### config.mk
export PLATFORM = sky130hd
export DESIGN_NAME = dly_spi_regs
export DESIGN_NICKNAME = d
export VERILOG_FILES = /design/src/rtl/dly_spi_pkg.sv /design/src/rtl/dly_pin_sync.sv /design/src/rtl/dly_spi_frame.sv /design/src/rtl/dly_code_bank.sv /design/src/rtl/dly_spi_regs.sv
export SDC_FILE = /design/constraint.sdc
export NUM_CORES = 1
export LEC_CHECK = 0
export BUFFER_PORTS_ARGS = -buffer_cell sky130_fd_sc_hd__buf_2
export CELL_PAD_IN_SITES_DETAIL_PLACEMENT = 1
export CELL_PAD_IN_SITES_GLOBAL_PLACEMENT = 2
export CORE_MARGIN = 2
export CORE_UTILIZATION = 45
export CTS_BUF_LIST = sky130_fd_sc_hd__clkbuf_4 sky130_fd_sc_hd__clkbuf_8
export CTS_CLUSTER_DIAMETER = 200
export DETAILED_ROUTE_END_ITERATION = 8
export HOLD_SLACK_MARGIN = 0.06
export PLACE_DENSITY = 0.95
export SLEW_MARGIN = 10
export SYNTH_ARGS = -nofsm -noshare
export SYNTH_HDL_FRONTEND = slang
export SYNTH_SLANG_ARGS = --single-unit
### constraint.sdc
create_clock -name clk -period 2.7 [get_ports clk]
set_input_delay 0.135 -clock clk [delete_from_list [all_inputs] [get_ports clk]]
set_output_delay 0.135 -clock clk [all_outputs]
set_load 0.03 [all_outputs]
### src/rtl/dly_spi_pkg.sv
package dly_spi_pkg;
  localparam int NUM_CH     = 3;
  localparam int BYTE_BITS  = 8;
  localparam int FRAME_BITS = 2 * BYTE_BITS;

  typedef enum logic [1:0] {
    SEL_RED   = 2'b00,
    SEL_GREEN = 2'b01,
    SEL_BLUE  = 2'b10,
    SEL_NONE  = 2'b11
  } chan_sel_e;
endpackage

### src/rtl/dly_pin_sync.sv
module dly_pin_sync #(
  parameter int             W       = 1,
  parameter int             STAGES  = 2,
  parameter logic [W-1:0]   RST_VAL = '0
) (
  input  logic         clk,
  input  logic         rst_n,
  input  logic [W-1:0] async_i,
  output logic [W-1:0] sync_o
);
  for (genvar s = 0; s < STAGES; s++) begin : g_stg
    logic [W-1:0] d;
    logic [W-1:0] q;
    if (s == 0) begin : g_first
      assign d = async_i;
    end else begin : g_next
      assign d = g_stg[s-1].q;
    end
    always_ff @(posedge clk or negedge rst_n) begin
      if (!rst_n) q <= RST_VAL;
      else        q <= d;
    end
  end

  assign sync_o = g_stg[STAGES-1].q;
endmodule

### src/rtl/dly_spi_frame.sv
module dly_spi_frame
  import dly_spi_pkg::*;
#(
  parameter int CODE_W = 6
) (
  input  logic              clk,
  input  logic              rst_n,
  input  logic              sck_s,
  input  logic              mosi_s,
  input  logic              csn_s,
  input  logic [CODE_W-1:0] rd_code_i,
  output logic [1:0]        rd_sel_o,
  output logic              wr_en_o,
  output logic [1:0]        wr_sel_o,
  output logic [CODE_W-1:0] wr_code_o,
  output logic              miso_o
);
  localparam int CNT_W      = $clog2(FRAME_BITS + 2);
  localparam int CNT_MAX    = FRAME_BITS + 1;
  localparam int DATA_FIRST = FRAME_BITS - CODE_W;
  localparam int SHIFT_W    = BYTE_BITS - 1;

  logic                 sck_q, csn_q;
  logic [CNT_W-1:0]     cnt_q, cnt_d;
  logic [SHIFT_W-1:0]   shift_q, shift_d;
  logic                 rw_q, rw_d;
  logic [1:0]           sel_q, sel_d;
  logic [CODE_W-1:0]    buf_q, buf_d;
  logic                 miso_q, miso_d;

  logic                 sck_rise, cs_fall, cs_rise;
  logic [CNT_W-1:0]     tail_idx;
  logic [CODE_W-1:0]    tail_shift;
  logic                 in_data;

  assign sck_rise = sck_s & ~sck_q & ~csn_s;
  assign cs_fall  = ~csn_s & csn_q;
  assign cs_rise  = csn_s & ~csn_q;

  always_comb begin
    cnt_d   = cnt_q;
    shift_d = shift_q;
    rw_d    = rw_q;
    sel_d   = sel_q;
    buf_d   = buf_q;
    if (cs_fall) begin
      cnt_d = '0;
    end else if (sck_rise) begin
      shift_d = {shift_q[SHIFT_W-2:0], mosi_s};
      if (cnt_q != CNT_W'(CNT_MAX)) cnt_d = cnt_q + 1'b1;
      if (cnt_q == CNT_W'(BYTE_BITS - 1)) begin
        rw_d  = shift_q[SHIFT_W-1];
        sel_d = {shift_q[0], mosi_s};
      end
    end
    if (cnt_q == CNT_W'(BYTE_BITS)) begin
      buf_d = rw_q ? rd_code_i : '0;
    end
  end

  assign tail_idx   = CNT_W'(FRAME_BITS - 1) - cnt_q;
  assign tail_shift = buf_q >> tail_idx;
  assign in_data    = (cnt_q >= CNT_W'(DATA_FIRST)) && (cnt_q <= CNT_W'(FRAME_BITS - 1));
  assign miso_d     = ~csn_s & rw_q & in_data & tail_shift[0];

  always_ff @(posedge clk or negedge rst_n) begin
    if (!rst_n) begin
      sck_q   <= 1'b0;
      csn_q   <= 1'b1;
      cnt_q   <= '0;
      shift_q <= '0;
      rw_q    <= 1'b0;
      sel_q   <= 2'b00;
      buf_q   <= '0;
      miso_q  <= 1'b0;
    end else begin
      sck_q   <= sck_s;
      csn_q   <= csn_s;
      cnt_q   <= cnt_d;
      shift_q <= shift_d;
      rw_q    <= rw_d;
      sel_q   <= sel_d;
      buf_q   <= buf_d;
      miso_q  <= miso_d;
    end
  end

  assign rd_sel_o  = sel_q;
  assign wr_sel_o  = sel_q;
  assign wr_code_o = shift_q[CODE_W-1:0];
  assign wr_en_o   = cs_rise && (cnt_q == CNT_W'(FRAME_BITS)) && !rw_q && (sel_q != SEL_NONE);
  assign miso_o    = miso_q;

  // the edge counter advances by one per captured bit until it saturates
  a_r6_count_steps: assert property (@(posedge clk) disable iff (!rst_n)
    (sck_rise && !cs_fall && cnt_q < CNT_W'(CNT_MAX)) |=> (cnt_q == $past(cnt_q) + 1'b1));
endmodule

### src/rtl/dly_code_bank.sv
module dly_code_bank
  import dly_spi_pkg::*;
#(
  parameter int CODE_W = 6
) (
  input  logic                           clk,
  input  logic                           rst_n,
  input  logic                           wr_en_i,
  input  logic [1:0]                     wr_sel_i,
  input  logic [CODE_W-1:0]              wr_code_i,
  input  logic [1:0]                     rd_sel_i,
  output logic [CODE_W-1:0]              rd_code_o,
  output logic [NUM_CH-1:0][CODE_W-1:0]  codes_o
);
  for (genvar ch = 0; ch < NUM_CH; ch++) begin : g_ch
    logic [CODE_W-1:0] d;
    logic [CODE_W-1:0] q;
    always_comb begin
      d = q;
      if (wr_en_i && (wr_sel_i == 2'(ch))) d = wr_code_i;
    end
    always_ff @(posedge clk or negedge rst_n) begin
      if (!rst_n) q <= '0;
      else        q <= d;
    end
    assign codes_o[ch] = q;
  end

  always_comb begin
    rd_code_o = '0;
    for (int ch = 0; ch < NUM_CH; ch++) begin
      if (rd_sel_i == 2'(ch)) rd_code_o = codes_o[ch];
    end
  end

  // nothing moves without a write strobe
  a_r6_hold_without_write: assert property (@(posedge clk) disable iff (!rst_n)
    !wr_en_i |=> $stable(codes_o));
  // the unused select value addresses no storage
  a_r5_no_fourth_channel: assert property (@(posedge clk) disable iff (!rst_n)
    (wr_en_i && wr_sel_i == SEL_NONE) |=> $stable(codes_o));
endmodule

### src/rtl/dly_spi_regs.sv
module dly_spi_regs
  import dly_spi_pkg::*;
#(
  parameter int CODE_W      = 6,
  parameter int SYNC_STAGES = 2
) (
  input  logic              clk,
  input  logic              rst_n,
  input  logic              spi_sck_i,
  input  logic              spi_mosi_i,
  input  logic              spi_csn_i,
  output logic              spi_miso_o,
  output logic [CODE_W-1:0] red_dly_o,
  output logic [CODE_W-1:0] grn_dly_o,
  output logic [CODE_W-1:0] blu_dly_o
);
  logic [2:0]                     pins_s;
  logic                           sck_s, mosi_s, csn_s;
  logic [1:0]                     rd_sel, wr_sel;
  logic                           wr_en;
  logic [CODE_W-1:0]              wr_code, rd_code;
  logic [NUM_CH-1:0][CODE_W-1:0]  codes;

  dly_pin_sync #(.W(3), .STAGES(SYNC_STAGES), .RST_VAL(3'b001)) u_sync (
    .clk     (clk),
    .rst_n   (rst_n),
    .async_i ({spi_sck_i, spi_mosi_i, spi_csn_i}),
    .sync_o  (pins_s)
  );
  assign {sck_s, mosi_s, csn_s} = pins_s;

  dly_spi_frame #(.CODE_W(CODE_W)) u_frame (
    .clk       (clk),
    .rst_n     (rst_n),
    .sck_s     (sck_s),
    .mosi_s    (mosi_s),
    .csn_s     (csn_s),
    .rd_code_i (rd_code),
    .rd_sel_o  (rd_sel),
    .wr_en_o   (wr_en),
    .wr_sel_o  (wr_sel),
    .wr_code_o (wr_code),
    .miso_o    (spi_miso_o)
  );

  dly_code_bank #(.CODE_W(CODE_W)) u_bank (
    .clk       (clk),
    .rst_n     (rst_n),
    .wr_en_i   (wr_en),
    .wr_sel_i  (wr_sel),
    .wr_code_i (wr_code),
    .rd_sel_i  (rd_sel),
    .rd_code_o (rd_code),
    .codes_o   (codes)
  );

  assign red_dly_o = codes[SEL_RED];
  assign grn_dly_o = codes[SEL_GREEN];
  assign blu_dly_o = codes[SEL_BLUE];

  // output stays low while deselected
  a_r8_sdo_idle: assert property (@(posedge clk) disable iff (!rst_n)
    (csn_s && $past(csn_s)) |-> !spi_miso_o);
  // outputs only change right after the select line has risen
  a_r2_update_at_deselect: assert property (@(posedge clk) disable iff (!rst_n)
    !$stable(codes) |-> $past(csn_s));
endmodule

==> flow_summary.toml, run 1 <==
[synthesis]
synth_top_area_share_pct = 54.6
synth_edf_count = 0
synth.most_common_cell = "dfrtp_1"
synth-seq-cells = 48
yosysSeqAreaShare_pct = 58.5
syn_area_um2 = 2060
synth_fp_nets = 159
synth.distinct_cells = 31
yosys_warnings = 0
synth_largest_area_cell = "dfrtp_1"
ys_async_sr_fraction_pct = 100
synthCells = 151
synth.top_cells.by_count = "45 x dfrtp_1, 29 x mux2_2, 11 x o21ai_0, 7 x nand2_1"
syn-mean-instance-area_um2 = 13.6
synth_flop_cell = "dfrtp_1"
synth_area_leaders = "dfrtp_1 55%, mux2_2 16%, dfstp_2 3.8%, mux2i_1 2.9%, o21ai_0 2.7%"

[drt]
vias = 1289
antenna_left = 0
dr.pass1.iters = 2
via_per_inst = 5.53
drt_iter0_markers = 35
wl_per_cell_um = 17.9
drc = 0
finalWirelength_mm = 4.18

[setup_path]
critPathMaxFanout = 7
startpoint_type = "flop"
rr_worst_depth = 6
path_class = "reg2reg"
r2r-end = "u_bank.g_ch[0].q[0]"
critPathRequiredTime_ps = 2870
reg2reg_slack_ps = 700
worstPathArrival_ps = 2180
timing.rr.start = "u_frame.cnt_q[0]"
end_kind = "flop"

[global_routing]
grt_max_degree = 49
met2_usage_pct = 29.0
gr-usage-met3_pct = 4.64
overflow = 0
grt_pass1_wl_mm = 7.13
top_usage_layer = "met2"
grtUsageMet1_pct = 25.2
antenna_found_initial = 0
grtUsageTotal_pct = 18.2
grt_pass1_vias = 1396

[clock_network]
cts_buffer_depth = 2
cts_setup_buffers = 0
ctsResizeCount = 0
h-tree-depth = 2
cts_root_buffer = "clkbuf_8"
cts.sinks = 48
clk_latency_ps = 290
postCtsHoldBufs = 4
cts_tree = "done"
clk_pin_slew_worst_paths_ps = 80
numCtsBuffers = 5

[power]
swShare_pct = 23.3
p_int_mw = 0.983
p_switching_mw = 0.299
seqPwrFrac_pct = 62.8
cellLeakagePower_nw = 1.12
p_per_area_nw_per_um2 = 546
vdd_drop_max_v = 0.000431
p_clk_share_pct = 31.6
power_frac_comb_pct = 5.6

[min_path]
min_path_type = "reg2reg"
hp-start = "u_sync.g_stg[0].q[2]"
min_to = "u_sync.sync_o[2]"
worstHoldPathCells = 0

[timing]
min_period_ps = 2000
worstMarginPinSlew_ps = 1050
rsz0062_at_grt = "no"
final_max_slew_viol_count = 0
tns_ps = 0
fin_skew_ps = 11.8
worst_slack_ps = 697
hold_viol = 0
fmax_ghz = 0.499
slew_headroom_pct = 30.0
finalSetupViolations = 0
fin_crit_sh_pct = 74.2

[floorplan]
fp.dieW_um = 71.7
dieArea_um2 = 5140
rows = 24
core_area_um2 = 4380
io_pins = 24
die_y_um = 71.7
start_util_pct = 47.0

[placed_design]
dp_hpwl_mm = 2.92
pre_cts_ws_ps = 769
gp_congestion = 0.759
portBuffers = 23

[job]
drv_cap = 0

[final_layout]
post_route_cells_drive_above_1_share_pct = 38.7
area_delta_synth_final_pct = 14.0
seq_area_um2 = 1200
fillerInstances = 456
final_nets = 189
multiInputGateArea_um2 = 820
n_antenna_cell = 0

[status]
status = "finished, final reports clean"
==> worst max-delay path: stages, from the launching register on <==
cell	delay, ps
dfrtp_1	470
inv_1	110
ha_1	170
and4bb_2	260
nor4bb_1	320
buf_4	220
mux2_2	340
==> kinds of logic (layout without fill, tap and decap cells) <==
group,after synthesis,after routing,synth area share [%]
AOI/OAI and AO/OA,23,23,6.86
adders and majority gates,3,3,1.82
buffers and inverters,9,39,1.76
DFF,48,48,58.5
muxes,36,36,19.9
and+or+nand+nor,32,32,11.2
==> sequential cells by signal, indices dropped and copies added, names as in the netlist <==
register / cells
u_bank.g_ch.q: 18
u_frame.rw_q: 1
u_frame.cnt_q: 5
u_frame.sck_q: 1
u_frame.csn_q: 1
u_frame.rd_sel_o: 2
u_frame.buf_q: 6
u_frame.shift_q: 7
u_sync.g_stg.q: 3
u_frame.miso_o: 1
u_sync.sync_o: 3
==> power groups by stage <==
stage / clock, mW / sequential (mW) / combinational, mW
floorplan: 0 / 0.801 / 0.0447
global placement: 0 / 0.817 / 0.0643
detailed placement: 0 / 0.821 / 0.0682
CTS: 0.421 / 0.806 / 0.0738
global route: 0.448 / 0.813 / 0.0807
finish: 0.405 / 0.805 / 0.0717
==> cells in the final DEF (no fill, tap or decap) <==
cell,n
inv_1,4
or2_2,1
nand2b_1,1
clkbuf_8,5
clkbuf_4,1
dfrtp_1,45
mux2i_1,6
nand3_1,5
buf_4,1
a2bb2oi_1,6
a2111oi_0,1
clkinv_2,1
mux4_2,1
or3_2,2
nand4_1,1
and2b_2,1
dlygate4sd3_1,4
ha_1,3
nor3b_1,2
o21ai_0,11
nand4bb_1,1
or4bb_1,1
nor2b_1,1
dfstp_2,3
or4_1,1
and4bb_2,1
or3b_1,1
nor2_1,1
nand2_1,7
mux2_2,29
buf_2,23
nor4bb_1,2
nor4b_4,1
nand4b_1,2
a21oi_1,5
==> through the flow <==
stage,utilization [%],power [mW],cells,hold WS (ps),instance area (um^2)
final,53.6,1.28,233,342,2350
after global routing,53.6,1.34,233,363,2350
after CTS,53.6,1.30,233,345,2350
after detailed placement,50.8,0.889,222,241,2230
after global placement,50.8,0.882,222,241,2230
after floorplan,-,0.845,151,-161,2060
==> worst max path at each step <==
stage	start	end	slack, ps	cells past startpoint
2_1_floorplan	u_frame.cnt_q[0]	u_bank.g_ch[0].q[0]	920	6
3_3_place_gp	u_sync.sync_o[0]	u_bank.g_ch[2].q[3]	840	3
3_5_place_dp	u_frame.cnt_q[0]	u_bank.g_ch[2].q[3]	770	5
4_1_cts	u_frame.cnt_q[0]	u_bank.g_ch[0].q[0]	690	6
5_1_grt	u_frame.cnt_q[0]	u_bank.g_ch[0].q[0]	570	6
6_report	u_frame.cnt_q[0]	u_bank.g_ch[0].q[0]	700	6
==> layout make-up <==
| class | count | share of cell area, % |
|---|---|---|
| Tap cell | 52 | 2.77 |
| Sequential cell | 48 | 51.3 |
| Clock inverter | 1 | 0.213 |
| Clock buffer | 6 | 3.25 |
| Multi-Input combinational cell | 94 | 34.9 |
| Inverter | 4 | 0.639 |
| Timing Repair Buffer | 28 | 6.93 |
==> routing by layer <==
layer	up-vias	wire length, um
li1	609	-
met1	657	2020
met2	19	2000
met3	4	121
met4	0	42
met5	-	0
(Power assumes the default switching activity.)
==> run 2: changes to the inputs <==
CORE_UTILIZATION = 38   (was 45)
PLACE_DENSITY = 0.89   (was 0.95)
clock period = 1.8 ns   (was 2.7 ns; I/O delays follow)
==> run 2 against run 1 <==
Compared with the run above: sequential power rose by 50%; worst hold slack worse by 34 ps; routed wire length up 18%; sequential cell count unchanged; register-to-register slack got worse by 670 ps; clock-buffer cell count unchanged; first-iteration DRC count is 71% higher; global-route usage decreased by 0.76 points; clock power rose by 130%; die area up 17%; combinational power increased by 100%; critical path type unchanged; largest power group unchanged.
==> flow_summary.toml, run 2 (synthesis gave the netlist of run 1 again) <==
[power]
swShare_pct = 21.2
p_clk_share_pct = 40.3
cellLeakagePower_nw = 1.23
vdd_drop_max_v = 0.000525
p_per_area_nw_per_um2 = 873
p_int_mw = 1.78
finalPower_mw = 2.26
p_switching_mw = 0.481
seqPwrFrac_pct = 53.3
power_frac_comb_pct = 6.4

[setup_path]
worstPathArrival_ps = 1960
timing.rr.start = "u_sync.sync_o[0]"
max_stage_delay_ps = 570
rr_worst_depth = 4
path_class = "reg2reg"
crit_path_cell_trace = "nor3b_4 > nor4bb_4 > buf_4 > mux2_2"
startpoint_type = "flop"
r2r-end = "u_bank.g_ch[0].q[1]"
cp.buffers_inverters = 1
reg2reg_slack_ps = 30
critPathRequiredTime_ps = 1990
end_kind = "flop"
critPathMaxFanout = 6
critPathSlowestCell = "dfstp_2"
crit_family = "flip-flops"

[floorplan]
start_util_pct = 39.8
dieArea_um2 = 6030
die_y_um = 77.6
fp.dieW_um = 77.6
rows = 26
io_pins = 24
core_area_um2 = 5170

[status]
status = "finished, final reports clean"

[global_routing]
antenna_found_initial = 0
gr-usage-met3_pct = 4.30
grtUsageTotal_pct = 17.5
grt_pass1_wl_mm = 8.17
top_usage_layer = "met2"
grt_max_degree = 49
met2_usage_pct = 31.1
overflow = 0
grt_pass1_vias = 1593
grtUsageMet1_pct = 20.4

[drt]
drt_iter0_markers = 60
dr.pass1.iters = 4
vias = 1437
drc = 0
finalWirelength_mm = 4.92
via_per_inst = 5.34
antenna_left = 0
wl_per_cell_um = 18.3

[timing]
worstMarginPinSlew_ps = 548
fin_crit_sh_pct = 98.4
slew_headroom_pct = 62.5
min_period_ps = 1770
hold_viol = 0
final_max_slew_viol_count = 0
finalSetupViolations = 0
fin_skew_ps = 3.46
fmax_ghz = 0.565
timing.hold.ws_ps = 308

[final_layout]
final_nets = 206
regMostFlops = "u_bank.g_ch.q"
final_common_cell = "dfrtp_1"
post_route_cells_drive_above_1_share_pct = 46.7
seq_area_um2 = 1200
reg_top3 = "u_bank.g_ch.q: 18 flops, u_frame.shift_q: 7 flops, u_frame.buf_q: 6 flops"
post-route-util_pct = 50.2
area_delta_synth_final_pct = 25.9
largest_reg_flops = 18
final_cell_mix = "45 x dfrtp_1, 29 x mux2_2, 23 x buf_2, 17 x buf_4, 11 x o21ai_0"
n_antenna_cell = 0
fillerInstances = 517
fin_cells = 269
multiInputGateArea_um2 = 848

[clock_network]
clk_latency_ps = 300
numCtsBuffers = 5
cts_tree = "done"
cts_buffer_depth = 2
cts_root_buffer = "clkbuf_8"
cts.sinks = 48
h-tree-depth = 2
clk_pin_slew_worst_paths_ps = 80

[job]
drv_cap = 0

[placed_design]
place_inst = 254
dp_hpwl_mm = 3.61
portBuffers = 23
gp_congestion = 0.783

[min_path]
min_path_type = "in2async"
## run 2: cell types whose count changed in the layout (fill, tap and decap cells not counted), sizes merged
cell    change
buf        +17
clkinv      -1
bufinv      +2
## run 2: area by class of cell
cell class	count	area share [%]
Sequential cell	48	46.4
Multi-Input combinational cell	94	32.7
Timing Repair Buffer	45	11.7
Tap cell	70	3.38
Clock buffer	6	2.94
Clock inverter	2	2.31
Inverter	4	0.579
## run 2: per-layer routing
| metal | up-vias | share of wire, % | wire length (um) |
|---|---|---|---|
| met3 | 12 | 3.7 | 180 |
| met1 | 733 | 41 | 2030 |
| met4 | 0 | 2.5 | 125 |
| li1 | 650 | - | - |
| met2 | 42 | 53 | 2580 |
| met5 | - | 0 | 0 |
## run 2: through the flow
stage / area (um^2) / TNS [ps] / setup WS (ps)
after detailed placement: 2370 / -30.0 / -12.6
final: 2590 / 0 / 28.8
after CTS: 2550 / 0 / 29.3
after floorplan: 2060 / 0 / 20.7
after global routing: 2590 / -233 / -44.2
after global placement: 2370 / 0 / 21.9
## run 2: how the worst max path moves through the flow
stage | start | end | slack [ps] | cells after the start
final | u_sync.sync_o[0] | u_bank.g_ch[0].q[1] | 30 | 4
after global routing | u_sync.sync_o[0] | u_bank.g_ch[0].q[1] | -40 | 4
after CTS | u_frame.cnt_q[1] | u_bank.g_ch[0].q[1] | 30 | 6
after detailed placement | u_frame.cnt_q[1] | u_bank.g_ch[0].q[1] | -10 | 6
after global placement | u_frame.cnt_q[0] | u_bank.g_ch[0].q[4] | 20 | 6
after floorplan | u_frame.cnt_q[0] | u_bank.g_ch[0].q[0] | 20 | 6
## run 2: power by group through the flow
stage               Clock, mW  Combinational [mW]  Sequential [mW]
finish                  0.912               0.146             1.21
global route            0.977               0.161             1.22
CTS                     0.927               0.142             1.20
detailed placement          0               0.133             1.23
global placement            0               0.122             1.22
floorplan                   0              0.0671             1.20
## run 2: timing repair
| item | CTS | global route |
|---|---|---|
| resized for setup | 2 | 5 |
| hold buffers | 4 | 0 |
| pin swaps | 1 | 0 |
| endpoints found under the setup margin | 6 | 6 |
| setup buffers | 0 | 3 |
| hold endpoints to repair | 51 | 0 |
## run 2: worst reg2reg max path, stage by stage (launching register included)
cell and delay [ps]:
dfstp_2 570, nor3b_4 250, nor4bb_4 310, buf_4 190, mux2_2 340
